===== src/rtl/aseq_pkg.sv =====
package aseq_pkg;

  localparam int EV_N    = 4;
  localparam int EV_ERR  = 0;
  localparam int EV_SIZE = 1;
  localparam int EV_CNT  = 2;
  localparam int EV_HALT = 3;

  typedef enum logic [2:0] {
    S_IDLE,
    S_FLUSH,
    S_RX_WAIT,
    S_RX_DMA,
    S_TX_DMA,
    S_TX_WAIT
  } seq_state_e;

  // Event update: clear by mask first, hardware set overrides.
  function automatic logic [EV_N-1:0] ev_next(input logic [EV_N-1:0] cur,
                                              input logic [EV_N-1:0] clr,
                                              input logic [EV_N-1:0] set);
    return (cur & ~clr) | set;
  endfunction

  // Received length accepted when it fits in one packet buffer.
  function automatic logic len_fits(input int len, input int max_len);
    return len <= max_len;
  endfunction

endpackage


===== src/rtl/aseq_evreg.sv =====
module aseq_evreg
  import aseq_pkg::*;
(
  input  logic            clk,
  input  logic            rst_n,
  input  logic            clr_we,
  input  logic [EV_N-1:0] clr_mask,
  input  logic [EV_N-1:0] hw_set,
  output logic [EV_N-1:0] ev_q,
  output logic            irq
);

  logic [EV_N-1:0] clr_eff;

  assign clr_eff = clr_we ? clr_mask : '0;

  always_ff @(posedge clk or negedge rst_n) begin
    if (!rst_n) ev_q <= '0;
    else        ev_q <= ev_next(ev_q, clr_eff, hw_set);
  end

  assign irq = |ev_q;

endmodule


===== src/rtl/aseq_pktcnt.sv =====
module aseq_pktcnt #(
  parameter int CNT_W = 8
) (
  input  logic             clk,
  input  logic             rst_n,
  input  logic             load,
  input  logic [CNT_W-1:0] load_val,
  input  logic             dec,
  output logic             last
);

  logic [CNT_W-1:0] cnt_q;

  always_ff @(posedge clk or negedge rst_n) begin
    if (!rst_n)                      cnt_q <= '0;
    else if (load)                   cnt_q <= load_val;
    else if (dec && cnt_q != '0)     cnt_q <= cnt_q - CNT_W'(1);
  end

  assign last = (cnt_q == CNT_W'(1));

endmodule


===== src/rtl/aseq_bytecnt.sv =====
module aseq_bytecnt #(
  parameter int LEN_W = 4
) (
  input  logic             clk,
  input  logic             rst_n,
  input  logic             load,
  input  logic [LEN_W-1:0] load_val,
  input  logic             step,
  output logic             empty
);

  logic [LEN_W-1:0] rem_q;

  always_ff @(posedge clk or negedge rst_n) begin
    if (!rst_n)                  rem_q <= '0;
    else if (load)               rem_q <= load_val;
    else if (step && !empty)     rem_q <= rem_q - LEN_W'(1);
  end

  assign empty = (rem_q == '0);

endmodule


===== src/rtl/aseq_top.sv =====
module aseq_top
  import aseq_pkg::*;
#(
  parameter int PKT_MAX = 8,
  parameter int CNT_W   = 8,
  parameter int LEN_W   = $clog2(PKT_MAX + 2)
) (
  input  logic             clk,
  input  logic             rst_n,
  input  logic             ctl_we,
  input  logic             ctl_auto,
  input  logic             ctl_den,
  input  logic             ctl_tgl,
  input  logic             ctl_ign,
  input  logic             ctl_dir,
  input  logic             ev_we,
  input  logic [3:0]       ev_clr,
  input  logic             cnt_we,
  input  logic [CNT_W-1:0] cnt_wdata,
  output logic             ep_flush,
  output logic             ep_rx_en,
  output logic             ep_tx_en,
  output logic             ep_tx_tgl,
  input  logic             ep_done,
  input  logic             ep_err,
  input  logic             ep_rx_tgl,
  input  logic [LEN_W-1:0] ep_len,
  output logic             dma_req,
  output logic             dma_wr,
  input  logic             dma_ack,
  output logic             st_auto,
  output logic             st_den,
  output logic             st_ntgl,
  output logic [3:0]       ev_bits,
  output logic             irq
);

  localparam logic [LEN_W-1:0] FULL_LEN = LEN_W'(PKT_MAX);

  seq_state_e st_q, st_d;
  logic auto_q, den_q, ign_q, dir_q, ntgl_q;

  // Named internal events, brought out for the checker.
  logic            active;
  logic            start_ok;
  logic            hard_stop;
  logic            halt_pend;
  logic            pkt_done;
  logic [EV_N-1:0] hw_set;
  logic            blen_load;
  logic [LEN_W-1:0] blen_val;
  logic            blen_empty;
  logic            cnt_last;
  logic            rx_tgl_bad;
  logic            len_ok;
  logic            in_dma;

  assign active     = (st_q != S_IDLE);
  assign start_ok   = ctl_we && ctl_auto && !auto_q && !den_q && (ev_bits == '0) && !active;
  assign hard_stop  = ctl_we && !ctl_auto && !ctl_den && active;
  assign halt_pend  = active && !auto_q;
  assign rx_tgl_bad = (ep_rx_tgl != ntgl_q) && !ign_q;
  assign len_ok     = len_fits(int'(ep_len), PKT_MAX);
  assign in_dma     = (st_q == S_RX_DMA) || (st_q == S_TX_DMA);

  always_comb begin
    st_d      = st_q;
    hw_set    = '0;
    pkt_done  = 1'b0;
    blen_load = 1'b0;
    blen_val  = FULL_LEN;
    unique case (st_q)
      S_IDLE: begin
        if (start_ok) st_d = S_FLUSH;
      end
      S_FLUSH: begin
        if (halt_pend) begin
          st_d = S_IDLE;
          hw_set[EV_HALT] = 1'b1;
        end else if (dir_q) begin
          st_d      = S_TX_DMA;
          blen_load = 1'b1;
        end else begin
          st_d = S_RX_WAIT;
        end
      end
      S_RX_WAIT: begin
        if (ep_done) begin
          if (ep_err) begin
            st_d = S_IDLE;
            hw_set[EV_ERR] = 1'b1;
          end else if (!len_ok) begin
            st_d = S_IDLE;
            hw_set[EV_SIZE] = 1'b1;
          end else if (rx_tgl_bad) begin
            st_d = S_IDLE;
            hw_set[EV_ERR] = 1'b1;
          end else begin
            st_d      = S_RX_DMA;
            blen_load = 1'b1;
            blen_val  = ep_len;
          end
        end else if (halt_pend) begin
          st_d = S_IDLE;
          hw_set[EV_HALT] = 1'b1;
        end
      end
      S_RX_DMA: begin
        if (blen_empty) begin
          pkt_done        = 1'b1;
          hw_set[EV_CNT]  = cnt_last;
          hw_set[EV_HALT] = halt_pend;
          st_d = (cnt_last || halt_pend) ? S_IDLE : S_RX_WAIT;
        end
      end
      S_TX_DMA: begin
        if (blen_empty) begin
          if (halt_pend) begin
            st_d = S_IDLE;
            hw_set[EV_HALT] = 1'b1;
          end else begin
            st_d = S_TX_WAIT;
          end
        end
      end
      S_TX_WAIT: begin
        if (ep_done) begin
          if (ep_err) begin
            st_d = S_IDLE;
            hw_set[EV_ERR] = 1'b1;
          end else begin
            pkt_done        = 1'b1;
            hw_set[EV_CNT]  = cnt_last;
            hw_set[EV_HALT] = halt_pend;
            if (cnt_last || halt_pend) begin
              st_d = S_IDLE;
            end else begin
              st_d      = S_TX_DMA;
              blen_load = 1'b1;
            end
          end
        end else if (halt_pend) begin
          st_d = S_IDLE;
          hw_set[EV_HALT] = 1'b1;
        end
      end
      default: st_d = S_IDLE;
    endcase
    if (hard_stop) begin
      st_d            = S_IDLE;
      hw_set          = '0;
      hw_set[EV_HALT] = 1'b1;
      pkt_done        = 1'b0;
      blen_load       = 1'b0;
    end
  end

  always_ff @(posedge clk or negedge rst_n) begin
    if (!rst_n) begin
      st_q   <= S_IDLE;
      auto_q <= 1'b0;
      den_q  <= 1'b0;
      ign_q  <= 1'b0;
      dir_q  <= 1'b0;
      ntgl_q <= 1'b0;
    end else begin
      st_q <= st_d;
      if (hw_set != '0)            auto_q <= 1'b0;
      else if (ctl_we && start_ok) auto_q <= 1'b1;
      else if (ctl_we && !ctl_auto) auto_q <= 1'b0;
      if (ctl_we) begin
        den_q <= ctl_den;
        ign_q <= ctl_ign;
      end
      if (start_ok) dir_q <= ctl_dir;
      if (ctl_we)        ntgl_q <= ctl_tgl;
      else if (pkt_done) ntgl_q <= ~ntgl_q;
    end
  end

  aseq_evreg i_evreg (
    .clk      (clk),
    .rst_n    (rst_n),
    .clr_we   (ev_we),
    .clr_mask (ev_clr),
    .hw_set   (hw_set),
    .ev_q     (ev_bits),
    .irq      (irq)
  );

  aseq_pktcnt #(.CNT_W(CNT_W)) i_pktcnt (
    .clk      (clk),
    .rst_n    (rst_n),
    .load     (cnt_we),
    .load_val (cnt_wdata),
    .dec      (pkt_done),
    .last     (cnt_last)
  );

  aseq_bytecnt #(.LEN_W(LEN_W)) i_bytecnt (
    .clk      (clk),
    .rst_n    (rst_n),
    .load     (blen_load),
    .load_val (blen_val),
    .step     (dma_req && dma_ack),
    .empty    (blen_empty)
  );

  assign ep_flush  = (st_q == S_FLUSH);
  assign ep_rx_en  = (st_q == S_RX_WAIT);
  assign ep_tx_en  = (st_q == S_TX_WAIT);
  assign ep_tx_tgl = ntgl_q;
  assign dma_req   = in_dma && !blen_empty && den_q;
  assign dma_wr    = (st_q == S_RX_DMA);
  assign st_auto   = auto_q;
  assign st_den    = den_q;
  assign st_ntgl   = ntgl_q;

endmodule


===== config.mk =====
export PLATFORM = sky130hd
export DESIGN_NAME = aseq_top
export DESIGN_NICKNAME = d
export VERILOG_FILES = /design/src/rtl/aseq_pkg.sv /design/src/rtl/aseq_evreg.sv /design/src/rtl/aseq_pktcnt.sv /design/src/rtl/aseq_bytecnt.sv /design/src/rtl/aseq_top.sv
export SDC_FILE = /design/constraint.sdc
export NUM_CORES = 1
export LEC_CHECK = 0
export BUFFER_PORTS_ARGS = -buffer_cell sky130_fd_sc_hd__buf_4
export CORE_MARGIN = 4
export CORE_UTILIZATION = 25
export CTS_CLUSTER_SIZE = 16
export DETAILED_ROUTE_END_ITERATION = 12
export PLACE_DENSITY = 0.47
export SYNTH_ARGS = -nofsm -noshare
export SYNTH_HDL_FRONTEND = slang
export SYNTH_SLANG_ARGS = --single-unit

===== constraint.sdc =====
create_clock -name clk -period 2 [get_ports clk]
set_clock_uncertainty 0.1 [all_clocks]
set_input_delay 0.1 -clock clk [delete_from_list [all_inputs] [get_ports clk]]
set_output_delay 0.1 -clock clk [all_outputs]
set_load 0.05 [all_outputs]

==> qor.csv, run 1 <==
metric;value;unit
Arr. time, crit path;2.04;ns
startpoint types;flop;
IO Pins;44;
Die W;91.86;um
RSZ-0062 raised after global routing;yes;
count of flip-flops with a built-in enable after synthesis;0;
clk_lat worst skew;0.27;ns
ANT nets after route;0;
worst-case clock buffer depth;2;
Crit path top cell by count;or4_4;
Seq/Total Area, Yosys;0.3416;
yosys warns;0;
initial antenna violation count;0;
vias in the first global route;1685;
first drt pass iteration count;4;
most frequent cell after synthesis;nand2_1;
total CTS buffers;3;
pin count of the biggest net entering global routing;25;
total gr overflow;0;
Mapped Area;1758;um^2
post-layout worst setup margin;0.05164;ns
CTS tree;built;
Routed wire per std cell;14.04;um
Slew @ Worst Pin;0.6424;ns
CTS H-tree lvls;1;
post-synth top area share;0.3416;
Worst Hold Class;input port to flop;
global-route wire length before repair;8155;um
critical path's top delay family;simple AND/OR/NAND/NOR gates;
pre-CTS worst setup slack;0.06950;ns
Pleak;1.122;nW
CTS Sinks;24;
post-synth net total;219;
fin cells;357;
required time of the worst setup path;2.09;ns
fillcell total;694;
layout cells sized above 1;0.4100;
status;finished, final reports clean;
post-synth top area cell;dfrtp_1;
Worst-path clk slew;0.10;ns
Clk Tree Root Cell;clkbuf_8;
Via-to-Cell Ratio;4.655;
Max IR drop VDD;0.2686;mV
n_diodes;0;
Die ar.;8437;um^2
Final period util;0.9742;
P&R area growth vs syn;48.75;%
Initial Util;0.2587;
Worst slew margin;0.5694;
Total Nets Final;298;
Die Y;91.86;um
Cell Rows;30;
Top FF cell, synth;dfrtp_1;
register bit total from synthesis;24;
CP cell instances;or4_4, nor2_4, nor2b_1, or4_4, o21ai_1;
Port Buffers;43;
slowest stage delay, CP;0.56;ns
slowest CP cell;or4_4;
Seq. cell area;606.8;um^2
Cells after Synth;183;
Via Count;1662;
Mean Syn Cell Area;9.606;um^2
Hold WS;0.004851;ns
Setup CP Type;flop to flop;
gpl congestion;0.8136;
FMAX;513.3;MHz
Final Power;0.002399;W
Placed Cells;333;
kind of end point of the critical path;flop;
drc violations;0;
Synth async-reset ratio;1.000;
max_cap viols;0;
DR iter-0 viols;53;
final WL;5012;um
hpwl dp;3921;um
ranking of synthesized cells by area;dfrtp_1 (34%), nand2_1 (5.6%), ha_1 (4.3%);
PD cells;917.3;nW/um^2
min Tclk post-route;1.948;ns
CORE AREA;6794;um^2
final hold viol count;0;
crit path buf inv count;0;
setup_tns;0;ns
multi-input logic area;1154;um^2
GRT Util Overall;0.1191;
max-slew violations;0;
CP max FO;3;
Post-synth top cells;nand2_1 (26), dfrtp_1 (24), nor2_1 (9);
final setup violating endpoints;0;
Distinct cells, synth;57;
[per-layer routing]
metal	share of wire	wire length, um	up-vias	track usage
li1	-	-	833	-
met5	0	0	-	0
met1	0.43	2147	777	0.1507
met4	0.013	66	0	0.02599
met2	0.50	2514	46	0.2099
met3	0.056	283	6	0.02215
[registers in the layout, indices dropped and copies added, names as in the netlist, 3 cells and up]
register         cells
i_pktcnt.cnt_q       8
i_bytecnt.rem_q      4
i_evreg.ev_q         4
st_q                 3
[area by class of cell]
| class | count | area share |
|---|---|---|
| Tap cell | 96 | 0.04593 |
| Sequential cell | 24 | 0.2321 |
| Clock buffer | 4 | 0.02105 |
| Timing Repair Buffer | 81 | 0.2498 |
| Inverter | 7 | 0.01005 |
| Multi-Input combinational cell | 145 | 0.4411 |
[timing repair]
item | CTS | global route
endpoints found under the setup margin | 1 | 8
endpoints found under the hold margin | 37 | 0
hold buffers | 15 | 0
setup buffers | 1 | 4
gates resized for setup | 4 | 10
pin swaps | 0 | 2
[per-stage QoR]
step	util	cell area (um^2)
floorplan	-	1799
global placement	0.3405	2313
detailed placement	0.3405	2313
CTS	0.3738	2540
global route	0.3849	2615
finish	0.3849	2615
[layout by cell type, fill, tap and decap left out, drive strengths merged, types with 2 or more instances in the layout]
cell type	n
nor4	4
or4	2
a221oi	2
o31a	5
mux2	3
nand4	2
nand2	26
buf	66
o31ai	2
a2bb2oi	2
nand3b	2
xnor2	3
clkbuf	4
nand2b	6
ha	6
dfrtp	24
xor2	5
nor3	8
nor2b	3
or3	2
o2111ai	2
nand3	6
o22ai	4
dlygate4sd3	15
inv	7
a21oi	5
nor2	10
o21ai	13
nand4bb	2
nor3b	4
[worst reg2reg max path, delay by kind of cell (launching register included)]
kind / cells / cell delay [ns]
AND/OR/NAND/NOR: 4 / 1.17
flip-flops: 1 / 0.43
AO/OA/AOI/OAI: 1 / 0.17
[where the power goes]
part           total [W]  internal, W  switching (W)
registers       0.000743     0.000594       0.000149
logic            0.00131     0.000599       0.000707
clock network   0.000350     0.000176       0.000174
[cells by family (layout without fill, tap and decap cells)]
| kind of cell | after synthesis | after routing | synth area share |
|---|---|---|---|
| mux | 4 | 4 | 0.02491 |
| simple gates | 83 | 83 | 0.3118 |
| compound gates | 44 | 44 | 0.1936 |
| buf+inv | 14 | 92 | 0.04555 |
| flops | 24 | 24 | 0.3416 |
| fa+ha+maj | 6 | 6 | 0.04270 |
| xor+xnor | 8 | 8 | 0.03986 |
[path summary, 6_finish.rpt]
kind / endpoint / start / depth (start not counted) / slack [ns]
max: st_q[0] / i_evreg.ev_q[3] / 5 / 0.05
min: i_evreg.ev_q[2] / ev_we / 4 / 0.005
max reg2reg: st_q[0] / i_evreg.ev_q[3] / 5 / 0.05
min reg2reg: i_evreg.ev_q[1] / i_evreg.ev_q[1] / 1 / 0.41
max in group asynchronous: st_q[0] / rst_n / 2 / 1.37
min in group asynchronous: st_auto / rst_n / 2 / 0.17
Note: power is estimated with default switching activity, not from simulation.
==> inputs of run 2 (changes only) <==
CELL_PAD_IN_SITES_DETAIL_PLACEMENT = 0   (was unset)
CELL_PAD_IN_SITES_GLOBAL_PLACEMENT = 1   (was unset)
PLACE_DENSITY = 0.56   (was 0.47)
SLEW_MARGIN = 20   (was unset)
clock period = 2.2 ns   (was 2 ns; I/O delays follow)
==> run 2 against run 1 <==
Maximum frequency shrank 5.2%. Sequential share of layout area is 1.4 points higher. Combinational power down 18%. Global-route usage about the same. Utilization decreased by 2.4 points. Worst setup slack gained 0.093 ns. Die area is the same. Sequential power down 10%. Via count decreased by 3.9%. Critical path depth increased by 2. Sequential cell count unchanged. Largest cell class unchanged. Largest power group unchanged.
==> qor.csv, run 2 (synthesis gave the netlist of run 1 again) <==
metric;value;unit
Hold Crit Start;ev_clr[0];
combinational fraction of design power;0.504;
final core utilization;0.3613;
startpoint types;flop;
RSZ-0062 raised after global routing;no;
first drt pass iteration count;4;
Worst slew margin;0.6558;
r2r setup slk;0.14;ns
CTS tree;built;
most common cell after layout, fill and taps aside;buf_4;
global-route wire length before repair;8121;um
total gr overflow;0;
CTS H-tree lvls;1;
reg2reg start;i_bytecnt.rem_q[0];
Net Sw Power;0.0008700;W
CTS Sinks;24;
worst-case clock buffer depth;2;
Setup CP Type;flop to flop;
Worst Hold Class;input port to flop;
biggest regs;i_pktcnt.cnt_q (8), i_bytecnt.rem_q (4), i_evreg.ev_q (4);
fin area;2455;um^2
kind of end point of the critical path;flop;
Via Count;1597;
Reg power frac;0.312;
hpwl dp;3939;um
vias in the first global route;1631;
max-slew violations;0;
Routed wire per std cell;13.93;um
most frequent cells in the layout;buf_4 (54), nand2_1 (26), dfrtp_1 (21);
final hold viol count;0;
max_cap viols;0;
CORE AREA;6794;um^2
GRT Util Overall;0.1192;
Max IR drop VDD;0.2780;mV
n_diodes;0;
Port Buffers;43;
status;finished, final reports clean;
Arr. time, crit path;2.12;ns
Via-to-Cell Ratio;4.656;
WHS Endpoint;i_evreg.ev_q[0];
layout cells sized above 1;0.3482;
Clk pwr share;0.184;
initial antenna violation count;0;
post-CTS setup repair buffer count;0;
Final Power;0.002129;W
DR iter-0 viols;47;
Placed Area;2238;um^2
R2R cell count;7;
P&R area growth vs syn;39.64;%
clk_lat worst skew;0.27;ns
CP max FO;9;
Initial Util;0.2587;
pin count of the biggest net entering global routing;25;
Top reg by flops;i_pktcnt.cnt_q;
worst r2r dst;i_pktcnt.cnt_q[5];
cell-internal power;0.001259;W
Cell Rows;30;
FMAX;486.4;MHz
IO Pins;44;
gpl congestion;0.8037;
drc violations;0;
min Tclk post-route;2.056;ns
Die Y;91.86;um
required time of the worst setup path;2.27;ns
total CTS buffers;3;
setup_tns;0;ns
final setup violating endpoints;0;
PD cells;867.4;nW/um^2
Pleak;1.067;nW
Total Nets Final;284;
Net Sw Frac;0.4086;
ANT nets after route;0;
Worst-path clk slew;0.09;ns
Die W;91.86;um
number of flip-flops in the largest register;8;
Min-Delay Path Depth;4;
post-layout worst setup margin;0.1442;ns
Final period util;0.9345;
Die ar.;8437;um^2
pre-CTS worst setup slack;0.1115;ns
Slew @ Worst Pin;0.5158;ns
final WL;4777;um
Clk Tree Root Cell;clkbuf_8;
==> run 2: cell count changes in the layout (fill, tap and decap cells not counted), sizes merged <==
cell and delta:
buf -12, dlygate4sd3 -2, bufinv +1, clkbuf -1
==> run 2: worst max path at each step <==
stage	start	end	slack [ns]	depth (start not counted)
6_report	i_bytecnt.rem_q[0]	i_pktcnt.cnt_q[5]	0.14	7
5_1_grt	i_bytecnt.rem_q[1]	i_pktcnt.cnt_q[5]	0.006	7
4_1_cts	st_q[2]	dma_req	0.008	6
3_5_place_dp	i_bytecnt.rem_q[0]	i_pktcnt.cnt_q[7]	0.11	7
3_3_place_gp	i_bytecnt.rem_q[0]	i_pktcnt.cnt_q[5]	0.15	7
2_1_floorplan	st_q[0]	i_bytecnt.rem_q[3]	0.007	5
==> run 2: cell type report <==
class,count,area (um^2)
Timing Repair Buffer,67,535.5
Clock buffer,3,41.29
Tap cell,96,120.1
Inverter,7,26.28
Fill cell,718,4339
Clock inverter,1,30.03
Multi-Input combinational cell,145,1097
Sequential cell,24,604.3
==> run 2: worst max-delay path, cell delays in order (launching register included) <==
cell and delay, ns:
dfrtp_1 0.42, inv_1 0.09, ha_1 0.17, nor3b_4 0.26
a2bb2o_4 0.21, nand3_4 0.13, o31a_1 0.31, o31a_1 0.27
==> run 2: per-stage QoR <==
stage / hold WS [ns] / std cells
2_1_floorplan: -0.2856 / 183
3_3_place_gp: -0.05744 / 326
3_5_place_dp: -0.06297 / 326
4_1_cts: 0.009932 / 343
5_1_grt: 0.02326 / 343
6_report: 0.006274 / 343
==> run 2: routing by layer <==
metal  vias up  global-route usage  part of all wire
li1        801                   -                 -
met1       767              0.1535              0.46
met2        27              0.2086              0.51
met3         2             0.01969             0.029
met4         0             0.02599            0.0048
met5         -                   0                 0
==> run 2: power groups by stage <==
stage / clock network, W / registers (W) / logic [W]
detailed placement: 0 / 0.000672 / 0.00105
global route: 0.000425 / 0.000685 / 0.00117
floorplan: 0 / 0.000734 / 0.000649
global placement: 0 / 0.000670 / 0.00106
CTS: 0.000401 / 0.000662 / 0.00107
finish: 0.000391 / 0.000665 / 0.00107
==> run 2: repair_timing <==
| action | 4_1_cts | 5_1_grt |
|---|---|---|
| setup endpoints to repair | 0 | 4 |
| hold endpoints to repair | 36 | 0 |
| hold buffers | 13 | 0 |
| resized for setup | 0 | 4 |
==> inputs of run 3 (changes only) <==
ABC_AREA = 1   (was unset)
CAP_MARGIN = 40   (was unset)
PLACE_DENSITY = 0.59   (was 0.56)
SYNTH_HIERARCHICAL = 1   (was unset)
==> run 3 against run 2 <==
First-iteration DRC count up 6.4%. Sequential cell count unchanged. Wire length rose by 11%. Total power increased by 6.8%. Utilization decreased by 2.4 points. Combinational power is 24% higher. Global-route usage decreased by 0.22 points. Final area grew 5.7%. Synthesized area grew 12%. Largest cell class unchanged.
==> qor.csv, run 3 <==
metric;value;unit
xor/xnor cell area share of the yosys netlist;0.004442;
first drt pass iteration count;5;
FMAX;515.5;MHz
hpwl dp;4356;um
biggest regs;i_pktcnt/cnt_q (8), i_bytecnt/rem_q (4), i_evreg/ev_q (4);
vias in the first global route;1954;
CORE AREA;7687;um^2
fillcell total;869;
multi-input logic area;1177;um^2
largest family of logic cells by synthesized area;simple AND/OR/NAND/NOR gates;
Placed Area;2420;um^2
register bit total from synthesis;24;
CTS H-tree lvls;1;
Seq. cell area;600.6;um^2
Via-to-Cell Ratio;4.236;
Final Power;0.002273;W
max-slew violations;0;
Cells after Synth;294;
Port Buffers;43;
Hold WS;0.01570;ns
Top FF cell, synth;dfrtp_1;
status;finished, final reports clean;
worst-case clock buffer depth;2;
n_diodes;0;
Distinct cells, synth;34;
most common cell after layout, fill and taps aside;nand2_1;
GRT Util Overall;0.1169;
Routed wire per std cell;11.68;um
max_cap viols;0;
post-synth top area cell;dfrtp_1;
Synth async-reset ratio;1.000;
gpl congestion;0.8156;
ANT nets after route;0;
Via Count;1923;
setup_tns;0;ns
final setup violating endpoints;0;
post-synth net total;328;
CP max FO;5;
global-route wire length before repair;9183;um
Top reg by flops;i_pktcnt/cnt_q;
Post-synth top cells;nand2_1 (99), inv_1 (40), nand3_1 (35);
Cell Rows;32;
post-synthesis compound-gate area fraction;0.08629;
pin count of the biggest net entering global routing;25;
Worst Hold Class;input port to flop;
startpoint types;flop;
CTS tree;built;
min Tclk post-route;1.940;ns
drc violations;0;
final hold viol count;0;
Mean Syn Cell Area;6.707;um^2
Arr. time, crit path;2.04;ns
most frequent cells in the layout;nand2_1 (99), buf_4 (46), inv_1 (40);
clk_lat worst skew;0.26;ns
Setup CP Type;flop to flop;
Die Y;96.81;um
layout cells sized above 1;0.2528;
Total Nets Final;388;
simple-gate area share of the yosys netlist;0.4708;
Clk Tree Root Cell;clkbuf_8;
Worst slew margin;0.7413;
total CTS buffers;3;
CTS Sinks;24;
DR iter-0 viols;50;
total gr overflow;0;
Die ar.;9372;um^2
initial antenna violation count;0;
Mapped Area;1972;um^2
r2r setup slk;0.26;ns
number of flip-flops in the largest register;8;
Worst-path clk slew;0.08;ns
P&R area growth vs syn;31.60;%
proportion of synthesized area in mux cells;0;
IO Pins;44;
Final period util;0.8818;
fraction of the mapped netlist area in adder cells;0.02538;
final WL;5301;um
Die W;96.81;um
Pleak;1.366;nW
Max IR drop VDD;0.2613;mV
most frequent cell after synthesis;nand2_1;
post-synth top area share;0.3046;
RSZ-0062 raised after global routing;no;
kind of end point of the critical path;flop;
count of flip-flops with a built-in enable after synthesis;0;
fin area;2595;um^2
Slew @ Worst Pin;0.3840;ns
ranking of synthesized cells by area;dfrtp_1 (30%), nand2_1 (19%), nand3_1 (8.9%);
final core utilization;0.3376;
yosys warns;6;
Initial Util;0.2565;
required time of the worst setup path;2.30;ns
PD cells;876.1;nW/um^2
Seq/Total Area, Yosys;0.3046;
==> run 3: cell count changes in the layout (fill, tap and decap cells not counted), moves of 8 or more <==
| cell | change |
|---|---|
| nor2_1 | +11 |
| buf_4 | -8 |
| o21ai_0 | +9 |
| inv_1 | +33 |
| nand3_1 | +30 |
| nand2_1 | +73 |
==> run 3: logic make-up (layout without fill, tap and decap cells) <==
family                   Yosys count  count (layout)
adder cells (fa/ha/maj)            4               4
XOR/XNOR                           1               1
buffers and inverters             51             109
AO/OA/AOI/OAI                     26              26
AND/OR/NAND/NOR                  188             188
flip-flops                        24              24
==> run 3: metal layers <==
layer	part of all wire	global-route usage	vias to the layer above
li1	-	-	1041
met1	0.49	0.1532	843
met5	0	0	-
met3	0.034	0.02091	4
met2	0.47	0.2001	35
met4	0.013	0.02592	0
==> run 3: repair_timing <==
item                                   CTS  global route
endpoints found under the hold margin   34             0
setup endpoints to repair                0             3
resized for setup                        0             3
hold buffers                            12             0
buffers inserted                         0             0
==> run 3: power breakdown <==
part	leakage, nW	total [W]	switching, W	internal (W)
Clock	0.0216	0.000259	0.000136	0.000122
Sequential	0.304	0.000685	0.000127	0.000558
Combinational	1.04	0.00133	0.000868	0.000462
==> run 3: stage by stage <==
stage                     setup slack, ns  instances
final                              0.2601        454
after floorplan                   0.09312        294
after CTS                         0.08480        454
after detailed placement          0.09811        439
after global routing              0.01801        454
after global placement             0.1566        439
==> run 3: final timing paths <==
path | end | cells past startpoint | startpoint
min | i_evreg/ev_q[2] | 4 | ev_we
max in group asynchronous | st_den | 2 | rst_n
min in group asynchronous | i_bytecnt/rem_q[2] | 2 | rst_n
max | i_pktcnt/cnt_q[7] | 12 | i_bytecnt/rem_q[0]
min reg2reg | ign_q | 2 | ign_q
max reg2reg | i_pktcnt/cnt_q[7] | 12 | i_bytecnt/rem_q[0]
==> run 3: final cells by class <==
| cell class | instances | share of cell area |
|---|---|---|
| repair buffers | 58 | 0.1794 |
| multi-input cells | 219 | 0.4537 |
| inverters | 48 | 0.07040 |
| well taps | 102 | 0.04918 |
| flip-flops and latches | 24 | 0.2314 |
| clock buffers | 3 | 0.01591 |
==> run 3: critical path, cell delays in order, from the launching register on <==
cell and delay (ns):
dfrtp_1 0.39, inv_1 0.10, ha_2 0.20, nand2_2 0.08
inv_1 0.11, inv_1 0.11, o22ai_2 0.18, nand2_1 0.10
inv_2 0.09, inv_1 0.07, nor3_4 0.20, nand2_1 0.07
nand3_1 0.07
